File: src/rtl/burst_guard_pkg.sv
package burst_guard_pkg;

    typedef enum logic [1:0] {
        ST_IDLE   = 2'd0,
        ST_WINDOW = 2'd1,
        ST_RUN    = 2'd2,
        ST_LOCK   = 2'd3
    } guard_state_t;

    // cycles in a span of 'us' microseconds at 'hz' clock frequency
    function automatic int span_cycles(input int hz, input int us);
        return ((hz / 1000) * us) / 1000;
    endfunction

endpackage

File: src/rtl/burst_guard_sync.sv
module burst_guard_sync #(
    parameter int W      = 1,
    parameter int STAGES = 2
) (
    input  logic         clk,
    input  logic         rst_n,
    input  logic [W-1:0] d_i,
    output logic [W-1:0] q_o
);

    logic [W-1:0] stg [STAGES];

    for (genvar g = 0; g < STAGES; g++) begin : g_stage
        if (g == 0) begin : g_first
            always_ff @(posedge clk or negedge rst_n) begin
                if (!rst_n) stg[g] <= '0;
                else        stg[g] <= d_i;
            end
        end else begin : g_next
            always_ff @(posedge clk or negedge rst_n) begin
                if (!rst_n) stg[g] <= '0;
                else        stg[g] <= stg[g-1];
            end
        end
    end

    assign q_o = stg[STAGES-1];

endmodule

File: src/rtl/burst_guard_timer.sv
module burst_guard_timer #(
    parameter int W = 8
) (
    input  logic         clk,
    input  logic         rst_n,
    input  logic         load_i,
    input  logic [W-1:0] load_val_i,
    output logic         zero_o
);

    logic [W-1:0] cnt;

    always_ff @(posedge clk or negedge rst_n) begin
        if (!rst_n)           cnt <= '0;
        else if (load_i)      cnt <= load_val_i;
        else if (cnt != '0)   cnt <= cnt - 1'b1;
    end

    assign zero_o = (cnt == '0);

    // a running span shortens by exactly one cycle per clock
    p_count_step_r9: assert property (@(posedge clk) disable iff (!rst_n)
        (!load_i && !zero_o) |=> (cnt == $past(cnt) - 1'b1));

    // an idle timer stays at zero until reloaded
    p_zero_holds_r9: assert property (@(posedge clk) disable iff (!rst_n)
        (!load_i && zero_o) |=> zero_o);

endmodule

File: src/rtl/burst_guard.sv
module burst_guard
    import burst_guard_pkg::*;
#(
    parameter int CLK_HZ    = 50_000_000,
    parameter int WINDOW_US = 200,
    parameter int LOCK_US   = 2000,
    parameter int SYNC_LEN  = 2
) (
    input  logic clk,
    input  logic rst_n,
    input  logic cmd_i,
    input  logic mismatch_i,
    output logic bias_en_o,
    output logic prot_o
);

    localparam int WIN_CYC  = (span_cycles(CLK_HZ, WINDOW_US) < 1) ? 1 : span_cycles(CLK_HZ, WINDOW_US);
    localparam int LOCK_CYC = (span_cycles(CLK_HZ, LOCK_US) < 1) ? 1 : span_cycles(CLK_HZ, LOCK_US);
    localparam int MAX_CYC  = (LOCK_CYC > WIN_CYC) ? LOCK_CYC : WIN_CYC;
    localparam int CNT_W    = (MAX_CYC < 2) ? 1 : $clog2(MAX_CYC);
    localparam logic [CNT_W-1:0] WIN_LOAD  = CNT_W'(WIN_CYC - 1);
    localparam logic [CNT_W-1:0] LOCK_LOAD = CNT_W'(LOCK_CYC - 1);

    logic [1:0]       sync_q;
    logic             cmd_s;
    logic             flt_s;
    guard_state_t     state;
    guard_state_t     state_nx;
    logic             tmr_load;
    logic [CNT_W-1:0] tmr_val;
    logic             tmr_zero;

    burst_guard_sync #(.W(2), .STAGES(SYNC_LEN)) i_sync (
        .clk   (clk),
        .rst_n (rst_n),
        .d_i   ({mismatch_i, cmd_i}),
        .q_o   (sync_q)
    );

    assign cmd_s = sync_q[0];
    assign flt_s = sync_q[1];

    burst_guard_timer #(.W(CNT_W)) i_timer (
        .clk        (clk),
        .rst_n      (rst_n),
        .load_i     (tmr_load),
        .load_val_i (tmr_val),
        .zero_o     (tmr_zero)
    );

    // state register
    always_ff @(posedge clk or negedge rst_n) begin
        if (!rst_n) state <= ST_IDLE;
        else        state <= state_nx;
    end

    // transitions and timer loads
    always_comb begin
        state_nx = state;
        tmr_load = 1'b0;
        tmr_val  = WIN_LOAD;
        unique case (state)
            ST_IDLE: begin
                if (cmd_s) begin                 // start
                    state_nx = ST_WINDOW;
                    tmr_load = 1'b1;
                end
            end
            ST_WINDOW: begin
                if (!cmd_s) begin                // abort
                    state_nx = ST_IDLE;
                end else if (tmr_zero) begin
                    if (flt_s) begin             // trip
                        state_nx = ST_LOCK;
                        tmr_load = 1'b1;
                        tmr_val  = LOCK_LOAD;
                    end else begin               // clear
                        state_nx = ST_RUN;
                    end
                end
            end
            ST_RUN: begin
                if (!cmd_s) state_nx = ST_IDLE;  // abort
            end
            ST_LOCK: begin
                if (tmr_zero) begin
                    if (cmd_s) begin             // retry
                        state_nx = ST_WINDOW;
                        tmr_load = 1'b1;
                    end else begin               // rest
                        state_nx = ST_IDLE;
                    end
                end
            end
        endcase
    end

    // outputs
    always_comb begin
        bias_en_o = 1'b0;
        prot_o    = 1'b0;
        unique case (state)
            ST_IDLE:   ;
            ST_WINDOW: bias_en_o = 1'b1;
            ST_RUN:    bias_en_o = 1'b1;
            ST_LOCK:   prot_o    = 1'b1;
        endcase
    end

    // lockout and bias never overlap
    p_lock_forces_off_r4: assert property (@(posedge clk) disable iff (!rst_n)
        prot_o |-> !bias_en_o);

    // fault read at the window's end starts a lockout
    p_fault_at_end_locks_r4: assert property (@(posedge clk) disable iff (!rst_n)
        (state == ST_WINDOW && tmr_zero && cmd_s && flt_s) |=> (prot_o && !bias_en_o));

    // clear reading at the window's end keeps bias on
    p_clear_end_runs_r3: assert property (@(posedge clk) disable iff (!rst_n)
        (state == ST_WINDOW && tmr_zero && cmd_s && !flt_s) |=> (bias_en_o && !prot_o));

    // no lockout while the window is still counting
    p_window_ignores_fault_r3: assert property (@(posedge clk) disable iff (!rst_n)
        (state == ST_WINDOW && !tmr_zero) |=> !prot_o);

    // steady command after a clear window keeps bias on
    p_run_holds_r5: assert property (@(posedge clk) disable iff (!rst_n)
        (state == ST_RUN && cmd_s) |=> bias_en_o);

    // a low command outside lockout drops bias
    p_cmd_low_drops_r6: assert property (@(posedge clk) disable iff (!rst_n)
        (!cmd_s && state != ST_LOCK) |=> !bias_en_o);

    // an unfinished lockout continues whatever the command does
    p_lock_holds_r7: assert property (@(posedge clk) disable iff (!rst_n)
        (state == ST_LOCK && !tmr_zero) |=> prot_o);

    // lockout end with command high retries immediately
    p_retry_r8: assert property (@(posedge clk) disable iff (!rst_n)
        (state == ST_LOCK && tmr_zero && cmd_s) |=> (bias_en_o && !prot_o));

endmodule

File: config.mk
export PLATFORM = sky130hd
export DESIGN_NAME = burst_guard
export DESIGN_NICKNAME = d
export VERILOG_FILES = /design/src/rtl/burst_guard_pkg.sv /design/src/rtl/burst_guard_sync.sv /design/src/rtl/burst_guard_timer.sv /design/src/rtl/burst_guard.sv
export SDC_FILE = /design/constraint.sdc
export NUM_CORES = 1
export LEC_CHECK = 0
export BUFFER_PORTS_ARGS = -buffer_cell sky130_fd_sc_hd__buf_2
export CORE_MARGIN = 4
export CORE_UTILIZATION = 29
export DETAILED_ROUTE_END_ITERATION = 10
export PLACE_DENSITY = 0.46
export SKIP_LAST_GASP = 1
export SYNTH_ARGS = -nofsm -noshare
export SYNTH_HDL_FRONTEND = slang
export SYNTH_HIERARCHICAL = 1
export SYNTH_SLANG_ARGS = --single-unit
File: constraint.sdc
create_clock -name clk -period 6.6 [get_ports clk]
set_input_delay 0.66 -clock clk [delete_from_list [all_inputs] [get_ports clk]]
set_output_delay 0.66 -clock clk [all_outputs]
set_load 0.02 [all_outputs]
[Word level (Yosys, flattened, before mapping)]
Cells that the tools add are included.
Storage, ports and cells
  flip-flop bits (word level): 23
  word-level logic and storage cells: 40
  input bits: 4
Operators by class
  reductions and logical operators: 6
  muxes and demuxes: 22
  equality and inequality tests: 7
  $add $sub $neg: 1
Operator list (number)
  $mux W17: 6
  $logic_not A17 Y1: 1
  $reduce_bool A17 Y1: 1
  $sub A17 B1 Y17 const B: 1
  $mux W2: 5
  $mux W1: 9
  $pmux W2 S4: 1
  $eq A2 B2 Y1 const B: 2
  $ne A2 B1 Y1 const B: 2
  $reduce_and A4 Y1: 1
  $ne A3 B2 Y1 const B: 1
  $pmux W1 S3: 1
  $eq A2 B1 Y1 const B: 1
  $logic_not A2 Y1: 1
  $ne A2 B2 Y1 const B: 1
  $reduce_bool A2 Y1: 1
  $reduce_or A2 Y1: 1

[Longest topological paths before layout]
Gate-level depths: netlist of the first run.
  depth after elaboration: 5
  depth in mapped cells: 12
  gate-level depth less buffers: 10

[Cells and area by module]
Netlist of the first run, hierarchy kept.
By module, submodules not included
  burst_guard_timer: cells each 109, area an instance 1033.5 sq um, instances 1
  burst_guard: cells each 27, area an instance 232.7 sq um, instances 1
  burst_guard_sync: cells each 6, area an instance 115.1 sq um, instances 1

[Worst setup path after synthesis of the first run]
No wires, ideal clock.
  kind: reg2reg
  start: register i_timer.cnt[0]
  end: register i_timer.cnt[11]
  setup time: 0.136 ns
  period minus slack after synthesis: 2.685 ns
  required time: 6.464 ns
  arrival time: 2.549 ns
  stages on the path, launching flop included: 12
  path slack: 3.915 ns
  buffers on the path: 3
  cell sequence: dfrtp_1 > inv_1 > ha_1 > nor4b_1 > nand2b_1 > nor3_2 > buf_2 > a21oi_1 > nor3_1 > clkbuf_1 > clkbuf_1 > o31ai_1
Between the ends
  cells in the longest elaborated chain, start to end: 5
  elaborated cells between the ends (all ways): 13
  classes of those cells: 1 x add/sub; 9 x mux; 3 x reduce/logical
Ends and longest elaborated chain
  start: declaration: line burst_guard_timer.sv:11  | logic [W-1:0] cnt;
  start signal: assignment: line burst_guard_timer.sv:15  | else if (load_i) cnt <= load_val_i;
  start signal: assignment: line burst_guard_timer.sv:16  | else if (cnt != '0) cnt <= cnt - 1'b1;
  $logic_not A17 Y1 *: line burst_guard_timer.sv:19  | assign zero_o = (cnt == '0);
  net tmr_zero: line burst_guard.sv:31  | logic tmr_zero;
  $mux W1: line burst_guard.sv:72  | end else if (tmr_zero) begin
  $mux W1: line burst_guard.sv:70  | if (!cmd_s) begin
  $pmux W1 S3 *: line burst_guard.sv:62  | unique case (state)
  net tmr_load: line burst_guard.sv:29  | logic tmr_load;
  $mux W17 / $reduce_bool A2 Y1 (equally long branches)
The timed path passes the listed nets; every way through them passes the cells marked *. The select of a mux whose other input is x is not followed.
A chain may end at the register's enable or synchronous reset.

[Final worst setup path of the first run]
  start: register i_timer.cnt[0]
  end: register i_timer.cnt[13]
Same word-level chain as after synthesis.

==> impl_metrics.ini, run 1 <==
[run_status]
outcome = completed

[global_routing]
global_route.peak_usage_layer = met2
grt_pass1_vias = 981
groute.layer.met3.usage_pct = 1.87
grt_max_degree = 37
global_route_wire_length_before_repair_um = 4840
antenna_found_initial = 0
grt_remaining_overflow = 0
grt_usage_pct = 10.2
met2_usage_pct = 16.0
grt_util_met1_pct = 13.8

[finish]
layout.cells.most_common = sky130_fd_sc_hd__dfrtp_1
post_layout_nonfiller_instances = 207
final_net_count = 167
antenna-diode-count = 0
drive_gt1_share_pct = 13.5
synthToLayoutAreaGrowth_pct = 11.4
commonest_cells_after_routing_fill_and_taps_aside = sky130_fd_sc_hd__dfrtp_1, sky130_fd_sc_hd__nand2_1, sky130_fd_sc_hd__o31ai_1, sky130_fd_sc_hd__conb_1, sky130_fd_sc_hd__xnor2_1
final.fill_count = 452

[floorplan]
core-area_mm2 = 0.00447
num_rows = 24
initial_core_util_pct = 30.9
die_h_um = 77.0
die_w_um = 77.0
boundaryPins = 6
die_area_mm2 = 0.00593

[power]
vdd.ir_drop.worst_mv = 0.187
powerDensity_mw_per_mm2 = 405
power_leakage_nw = 0.624

[detailed_routing]
routed_wire_length_per_instance_um = 13.1
drc_violation_count_after_routing = 0
drtIter0Drc = 38
wl_um = 2710
dr_vias = 1011
route.detailed.vias_per_inst = 4.88
drt_pass1_iterations = 4
route.antenna.remaining_nets = 0

[clock_network]
clock_latency_ns = 0.27
clock-root-buffer = sky130_fd_sc_hd__clkbuf_8
cts-buffers-inserted = 3
tritoncts = done
h-tree-depth = 1
post_cts_resize_count = 0
clk_pin_slew_ns = 0.09
cts_max_path_buffers = 2
post-cts-setup-buffers = 0
cts.sink_count = 23
cts_hold_buf = 0

[place]
routabilityCongestion = 0.767
port_buffers = 5
post-dp-hpwl_um = 2000
place_inst = 203

[worst_setup_path]
worst_ep_required_time_ns = 6.78
worst_path_max_delay_cell = sky130_fd_sc_hd__nor4b_1
setup.worst_path.start = i_timer/cnt[0]
critPathKind = flip-flop to flip-flop
worst_setup_path_start_kind = flip-flop
reg2reg_depth = 11
total_stage_count_of_the_critical_path = 11
timing.critical_path.to = i_timer/cnt[13]
critical_path.max_fanout = 36
data_arrival_critical_path_ns = 2.97
worst-path-buf-inv = 3
regToRegEndpoint = i_timer/cnt[13]
cp-end-kind = flip-flop
reg2reg_slack_ns = 3.82
crit_chain = inv_1, ha_1, nor4b_1, nand2b_1, nor3_2, buf_4, a21oi_1, nor3_2, buf_4, nand4b_1, nor3b_1
max_stage_delay_ns = 0.56
timing.rr.start = i_timer/cnt[0]
cp_top_family = simple AND/OR/NAND/NOR gates

[synth]
sequential_to_total_area_share_from_yosys_stat_pct = 41.7
count_of_cell_types_in_the_netlist = 39
ys_ff_latch = 23
ys_warn_count = 6
post-synth-top-area-fraction_pct = 41.7
syn_area_per_cell_um2 = 9.73
synth_cells = 142
synth.largest_area_cell = sky130_fd_sc_hd__dfrtp_1
netlist_top_cells_area = sky130_fd_sc_hd__dfrtp_1, sky130_fd_sc_hd__o31ai_1, sky130_fd_sc_hd__ha_1, sky130_fd_sc_hd__nand2_1, sky130_fd_sc_hd__xnor2_1
synthesis.area_mm2 = 0.00138

[worst_hold_path]
worst_hold_path_type = input pin to async pin

[sta]
fin_crit_ns = 2.78
max_freq_mhz = 359
layout_worst_path_cycle_share_pct = 42.2
fin_tns_setup_ns = 0
relSlewSlack_pct = 55.9
finalHoldViolations = 0
tightest_slew_ns = 0.652
clock-skew-final_ns = 0.00399
rsz0062_at_grt = false
finalSetupViolations = 0
drv_slew = 0

[run]
drv.max_cap_violation_count = 0
[synth_stat cells]
library cell	number
sky130_fd_sc_hd__dfrtp_1	23
sky130_fd_sc_hd__nand2_1	19
sky130_fd_sc_hd__o31ai_1	13
sky130_fd_sc_hd__xnor2_1	8
sky130_fd_sc_hd__ha_1	7
sky130_fd_sc_hd__inv_1	6
sky130_fd_sc_hd__nor2_1	6
sky130_fd_sc_hd__nand2b_1	5
sky130_fd_sc_hd__nor3_1	5
sky130_fd_sc_hd__a21oi_1	4
sky130_fd_sc_hd__clkbuf_1	4
sky130_fd_sc_hd__nor4_1	4
sky130_fd_sc_hd__a21boi_0	3
sky130_fd_sc_hd__xor2_1	3
sky130_fd_sc_hd__buf_4	2
sky130_fd_sc_hd__conb_1	2
sky130_fd_sc_hd__mux2i_1	2
sky130_fd_sc_hd__nand4_1	2
sky130_fd_sc_hd__o21ai_0	2
sky130_fd_sc_hd__or3_1	2
sky130_fd_sc_hd__or4_1	2
sky130_fd_sc_hd__a211oi_1	1
sky130_fd_sc_hd__a22oi_2	1
sky130_fd_sc_hd__a31o_2	1
sky130_fd_sc_hd__and3_1	1
sky130_fd_sc_hd__and3b_1	1
sky130_fd_sc_hd__buf_2	1
sky130_fd_sc_hd__inv_2	1
sky130_fd_sc_hd__nand4b_1	1
sky130_fd_sc_hd__nor3_2	1
sky130_fd_sc_hd__nor3b_1	1
sky130_fd_sc_hd__nor4_4	1
sky130_fd_sc_hd__nor4b_1	1
sky130_fd_sc_hd__nor4b_2	1
sky130_fd_sc_hd__o21ai_2	1
sky130_fd_sc_hd__o31a_1	1
sky130_fd_sc_hd__o31ai_2	1
sky130_fd_sc_hd__o41ai_1	1
sky130_fd_sc_hd__or4b_4	1
[registers in the layout, summed over array words and instances, names as in the netlist]
name         count
i_sync/stg       2
i_sync/q_o       2
state            2
i_timer/cnt     17
[through the flow]
stage               util, %  hold WS [ns]  worst slack (ns)  power [mW]  area (um^2)
floorplan                 -         0.331              3.91       0.468         1420
global placement       33.3         0.334              3.93       0.530         1490
detailed placement     33.3         0.337              3.81       0.535         1490
CTS                    34.4         0.358              3.79       0.630         1540
global route           34.4         0.362              3.35       0.678         1540
finish                 34.4         0.355              3.82       0.623         1540
[how the worst min path moves through the flow]
stage	startpoint	endpoint	slack (ns)
6_report	rst_n	i_timer/cnt[12]	0.36
5_1_grt	i_sync/stg[2]	i_sync/q_o[0]	0.36
4_1_cts	i_sync/stg[2]	i_sync/q_o[0]	0.36
3_5_place_dp	i_sync/stg[2]	i_sync/q_o[0]	0.34
3_3_place_gp	i_sync/stg[2]	i_sync/q_o[0]	0.33
2_1_floorplan	i_sync/stg[2]	i_sync/q_o[0]	0.33
[layout make-up]
cell class / count / area (um^2) / area share, %
Clock inverter: 1 / 7.51 / 0.488
Tap cell: 52 / 65.1 / 4.23
Multi-Input combinational cell: 114 / 783 / 50.9
Clock buffer: 3 / 41.3 / 2.68
Timing Repair Buffer: 7 / 40.0 / 2.60
Inverter: 7 / 26.3 / 1.71
Sequential cell: 23 / 576 / 37.4
[worst reg2reg max path, delay by kind of cell, from the launching register on]
kind	cells	cell delay (ns)
flip-flops	1	0.39
AND/OR/NAND/NOR	6	1.36
AO/OA/AOI/OAI	1	0.10
buffers and inverters	3	0.64
adder cells (fa/ha/maj)	1	0.21
[layer usage]
metal / wire [um] / share of wire [%] / up-vias
met4: 37 / 1.4 / 0
met3: 47 / 1.7 / 4
met2: 1250 / 46 / 4
li1: - / - / 521
met5: 0 / 0 / -
met1: 1380 / 51 / 482
[where the power goes]
group | switching [mW] | leakage [nW] | internal [mW]
Combinational | 0.157 | 0.324 | 0.120
Clock | 0.0492 | 0.0217 | 0.0428
Sequential | 0.0593 | 0.278 | 0.195
[cells by family (layout without fill, tap and decap cells)]
kind of cell               count (synthesis)  count (layout)  synth area share (%)
DFF                                       23              23                  41.7
AOI/OAI and AO/OA                         29              29                  15.8
muxes                                      2               2                  1.45
and+or+nand+nor                           54              54                  22.8
buffers and inverters                     14              18                  4.44
adders and majority gates                  7               7                  6.34
other                                      2              11                 0.544
xor gates and xnor gates                  11              11                  6.98
Power figures use the tool's default switching activity.
==> run 2, diff against run 1 <==
--- a/config.mk
+++ b/config.mk
@@ -5,11 +5,12 @@
 export SDC_FILE = /design/constraint.sdc
 export NUM_CORES = 1
 export LEC_CHECK = 0
+export ABC_AREA = 1
 export BUFFER_PORTS_ARGS = -buffer_cell sky130_fd_sc_hd__buf_2
 export CORE_MARGIN = 4
 export CORE_UTILIZATION = 29
 export DETAILED_ROUTE_END_ITERATION = 10
-export PLACE_DENSITY = 0.46
+export PLACE_DENSITY = 0.47
 export SKIP_LAST_GASP = 1
 export SYNTH_ARGS = -nofsm -noshare
 export SYNTH_HDL_FRONTEND = slang
==> constraint.sdc (replaced) <==
create_clock -name clk -period 2.45 [get_ports clk]
set_input_delay 0.245 -clock clk [delete_from_list [all_inputs] [get_ports clk]]
set_output_delay 0.245 -clock clk [all_outputs]
set_load 0.02 [all_outputs]
==> run 2 against run 1 <==
Compared with the run above: count of clock-buffer cells in the layout is the same; largest cell class unchanged; sequential power grew to 2.7 times the previous value; combinational power grew to 3.8 times the previous value; total power grew to 3.2 times the previous value; highest routed layer unchanged; wire length grew 24%; first-iteration DRC count grew 53%; critical path depth grew 2.
==> impl_metrics.ini, run 2 <==
[synth]
async_reset_ff_share_pct = 100
synthesis.area_mm2 = 0.00157
count_of_cell_types_in_the_netlist = 25
syn_area_per_cell_um2 = 7.16
synth_cells = 219
sequential_to_total_area_share_from_yosys_stat_pct = 36.7
ys_ff_latch = 23
post_synth_edffs = 0
netlist_top_cells_area = sky130_fd_sc_hd__dfrtp_1, sky130_fd_sc_hd__nand2_1, sky130_fd_sc_hd__inv_1, sky130_fd_sc_hd__nand3_1, sky130_fd_sc_hd__ha_1
ys_warn_count = 6
synthMostInstantiatedCell = sky130_fd_sc_hd__nand2_1
synth.largest_area_cell = sky130_fd_sc_hd__dfrtp_1
most_used_flip_flop_cell_after_synthesis = sky130_fd_sc_hd__dfrtp_1
synth.top_cells.by_count = sky130_fd_sc_hd__nand2_1, sky130_fd_sc_hd__inv_1, sky130_fd_sc_hd__dfrtp_1, sky130_fd_sc_hd__nor2_1, sky130_fd_sc_hd__nand3_1
post-synth-top-area-fraction_pct = 36.7

[sta]
fin_crit_ns = 2.24
clock-skew-final_ns = 0.00342
fin_tns_setup_ns = 0
tightest_slew_ns = 0.546
relSlewSlack_pct = 63.6
max_freq_mhz = 446
drv_slew = 0
layout_worst_path_cycle_share_pct = 91.5
finalHoldViolations = 0
finalSetupViolations = 0

[worst_setup_path]
timing.critical_path.to = i_timer/cnt[10]
worst_setup_path_start_kind = flip-flop
total_stage_count_of_the_critical_path = 13
setup.worst_path.start = i_timer/cnt[0]
cp_top_family = simple AND/OR/NAND/NOR gates
worst_path_max_delay_cell = sky130_fd_sc_hd__dfrtp_1
critical_path.max_fanout = 10
worst_ep_required_time_ns = 2.66
reg2reg_depth = 13
crit_chain = inv_2, ha_2, nand2_2, nor2_4, nand3_2, nor3_2, inv_2, nor2_1, nand2_1, a21oi_4, buf_2, nand2_1, a21oi_2
max_stage_delay_ns = 0.39
critPathKind = flip-flop to flip-flop
worst-path-buf-inv = 3
timing.rr.start = i_timer/cnt[0]
data_arrival_critical_path_ns = 2.45
reg2reg_slack_ns = 0.21
cp-end-kind = flip-flop
regToRegEndpoint = i_timer/cnt[10]

[run]
drv.max_cap_violation_count = 0

[clock_network]
cts_max_path_buffers = 2
h-tree-depth = 1
clock-root-buffer = sky130_fd_sc_hd__clkbuf_8
cts.sink_count = 23
clock_latency_ns = 0.27
clk_pin_slew_ns = 0.09
tritoncts = done
cts-buffers-inserted = 3

[global_routing]
grt_pass1_vias = 1167
antenna_found_initial = 0
global_route_wire_length_before_repair_um = 5680
grt_max_degree = 24
grt_remaining_overflow = 0
grt_usage_pct = 11.3

[finish]
commonest_cells_after_routing_fill_and_taps_aside = sky130_fd_sc_hd__nand2_1, sky130_fd_sc_hd__inv_1, sky130_fd_sc_hd__dfrtp_1, sky130_fd_sc_hd__nor2_1, sky130_fd_sc_hd__nand3_1
post_layout_nonfiller_instances = 306
largest_register_ff_count = 17
drive_gt1_share_pct = 18.2
regMostFlops = i_timer/cnt
final_net_count = 248
antenna-diode-count = 0
final.fill_count = 544
layout.cells.most_common = sky130_fd_sc_hd__nand2_1
synthToLayoutAreaGrowth_pct = 14.0

[floorplan]
die_area_mm2 = 0.00665
num_rows = 26
die_h_um = 81.6
boundaryPins = 6
die_w_um = 81.6
initial_core_util_pct = 30.3
core-area_mm2 = 0.00517

[power]
powerDensity_mw_per_mm2 = 1100
power_leakage_nw = 0.854
vdd.ir_drop.worst_mv = 0.373

[detailed_routing]
route.antenna.remaining_nets = 0
route.detailed.vias_per_inst = 4.19
routed_wire_length_per_instance_um = 11.0
drc_violation_count_after_routing = 0
drtIter0Drc = 58
drt_pass1_iterations = 4
wl_um = 3370
dr_vias = 1282

[place]
port_buffers = 5
post-dp-hpwl_um = 2450
place_inst = 300
routabilityCongestion = 0.765

[run_status]
outcome = completed

[worst_hold_path]
min_path_cells = 1
worst_hold_path_type = input pin to flip-flop
run 2: layout make-up:
type | instances | area [um^2] | share of cell area (%)
multi-input combinational | 170 | 890 | 49.8
sequential | 23 | 576 | 32.2
inverter | 29 | 119 | 6.65
tap | 70 | 87.6 | 4.90
timing repair buffer | 10 | 70.1 | 3.92
clock buffer | 3 | 41.3 | 2.31
clock inverter | 1 | 5.00 | 0.280
run 2: timing repair:
item | in CTS | in global routing
hold buffers | 1 | 0
setup endpoints to repair | 3 | 16
pin swaps | 0 | 2
gates resized for setup | 3 | 10
hold endpoints to repair | 23 | 0
gates cloned | 1 | 0
setup buffers | 0 | 0
run 2: worst register-to-register path, cell delays in order, from the launching register on:
cell	delay, ns
sky130_fd_sc_hd__dfrtp_1	0.39
sky130_fd_sc_hd__inv_2	0.08
sky130_fd_sc_hd__ha_2	0.20
sky130_fd_sc_hd__nand2_2	0.09
sky130_fd_sc_hd__nor2_4	0.12
sky130_fd_sc_hd__nand3_2	0.10
sky130_fd_sc_hd__nor3_2	0.20
sky130_fd_sc_hd__inv_2	0.07
sky130_fd_sc_hd__nor2_1	0.10
sky130_fd_sc_hd__nand2_1	0.09
sky130_fd_sc_hd__a21oi_4	0.22
sky130_fd_sc_hd__buf_2	0.29
sky130_fd_sc_hd__nand2_1	0.10
sky130_fd_sc_hd__a21oi_2	0.13
run 2: logic make-up (layout without fill, tap and decap cells):
kind of cell | count (synthesis) | after routing | synth area share [%]
and+or+nand+nor | 128 | 128 | 37.2
buffers and inverters | 35 | 43 | 10.3
AOI/OAI and AO/OA | 24 | 24 | 9.81
DFF | 23 | 23 | 36.7
adders and majority gates | 7 | 7 | 5.58
other | 2 | 11 | 0.479
run 2: metrics by stage:
| step | setup slack (ns) | hold WS [ns] | area, um^2 | utilization [%] | power, mW |
|---|---|---|---|---|---|
| finish | 0.207 | 0.0790 | 1790 | 34.6 | 1.97 |
| global route | -0.00410 | 0.0603 | 1790 | 34.6 | 2.18 |
| global placement | 0.0784 | 0.265 | 1690 | 32.7 | 1.71 |
| floorplan | 0.118 | -0.0506 | 1600 | - | 1.46 |
| detailed placement | 0.0166 | 0.266 | 1690 | 32.7 | 1.70 |
| CTS | -0.0119 | 0.0670 | 1760 | 34.0 | 1.98 |
run 2: where the power goes:
| group | leakage, nW | internal, mW | switching [mW] |
|---|---|---|---|
| Sequential | 0.282 | 0.527 | 0.151 |
| Clock | 0.0255 | 0.114 | 0.129 |
| Combinational | 0.547 | 0.402 | 0.649 |
| Total | 0.854 | 1.04 | 0.930 |
run 2: layer usage:
layer | track usage, % | routed length, um
met3 | 2.30 | 87
met2 | 17.3 | 1470
met4 | 4.39 | 38
met5 | 0 | 0
met1 | 15.7 | 1780
run 2: how the worst min path moves through the flow:
stage	end	from	slack, ns
final	i_sync/stg[3]	mismatch_i	0.08
after global routing	i_sync/stg[3]	mismatch_i	0.06
after CTS	i_sync/stg[2]	cmd_i	0.07
after detailed placement	i_timer/cnt[10]	rst_n	0.27
after global placement	i_timer/cnt[10]	rst_n	0.27
after floorplan	i_sync/q_o[0]	rst_n	-0.05
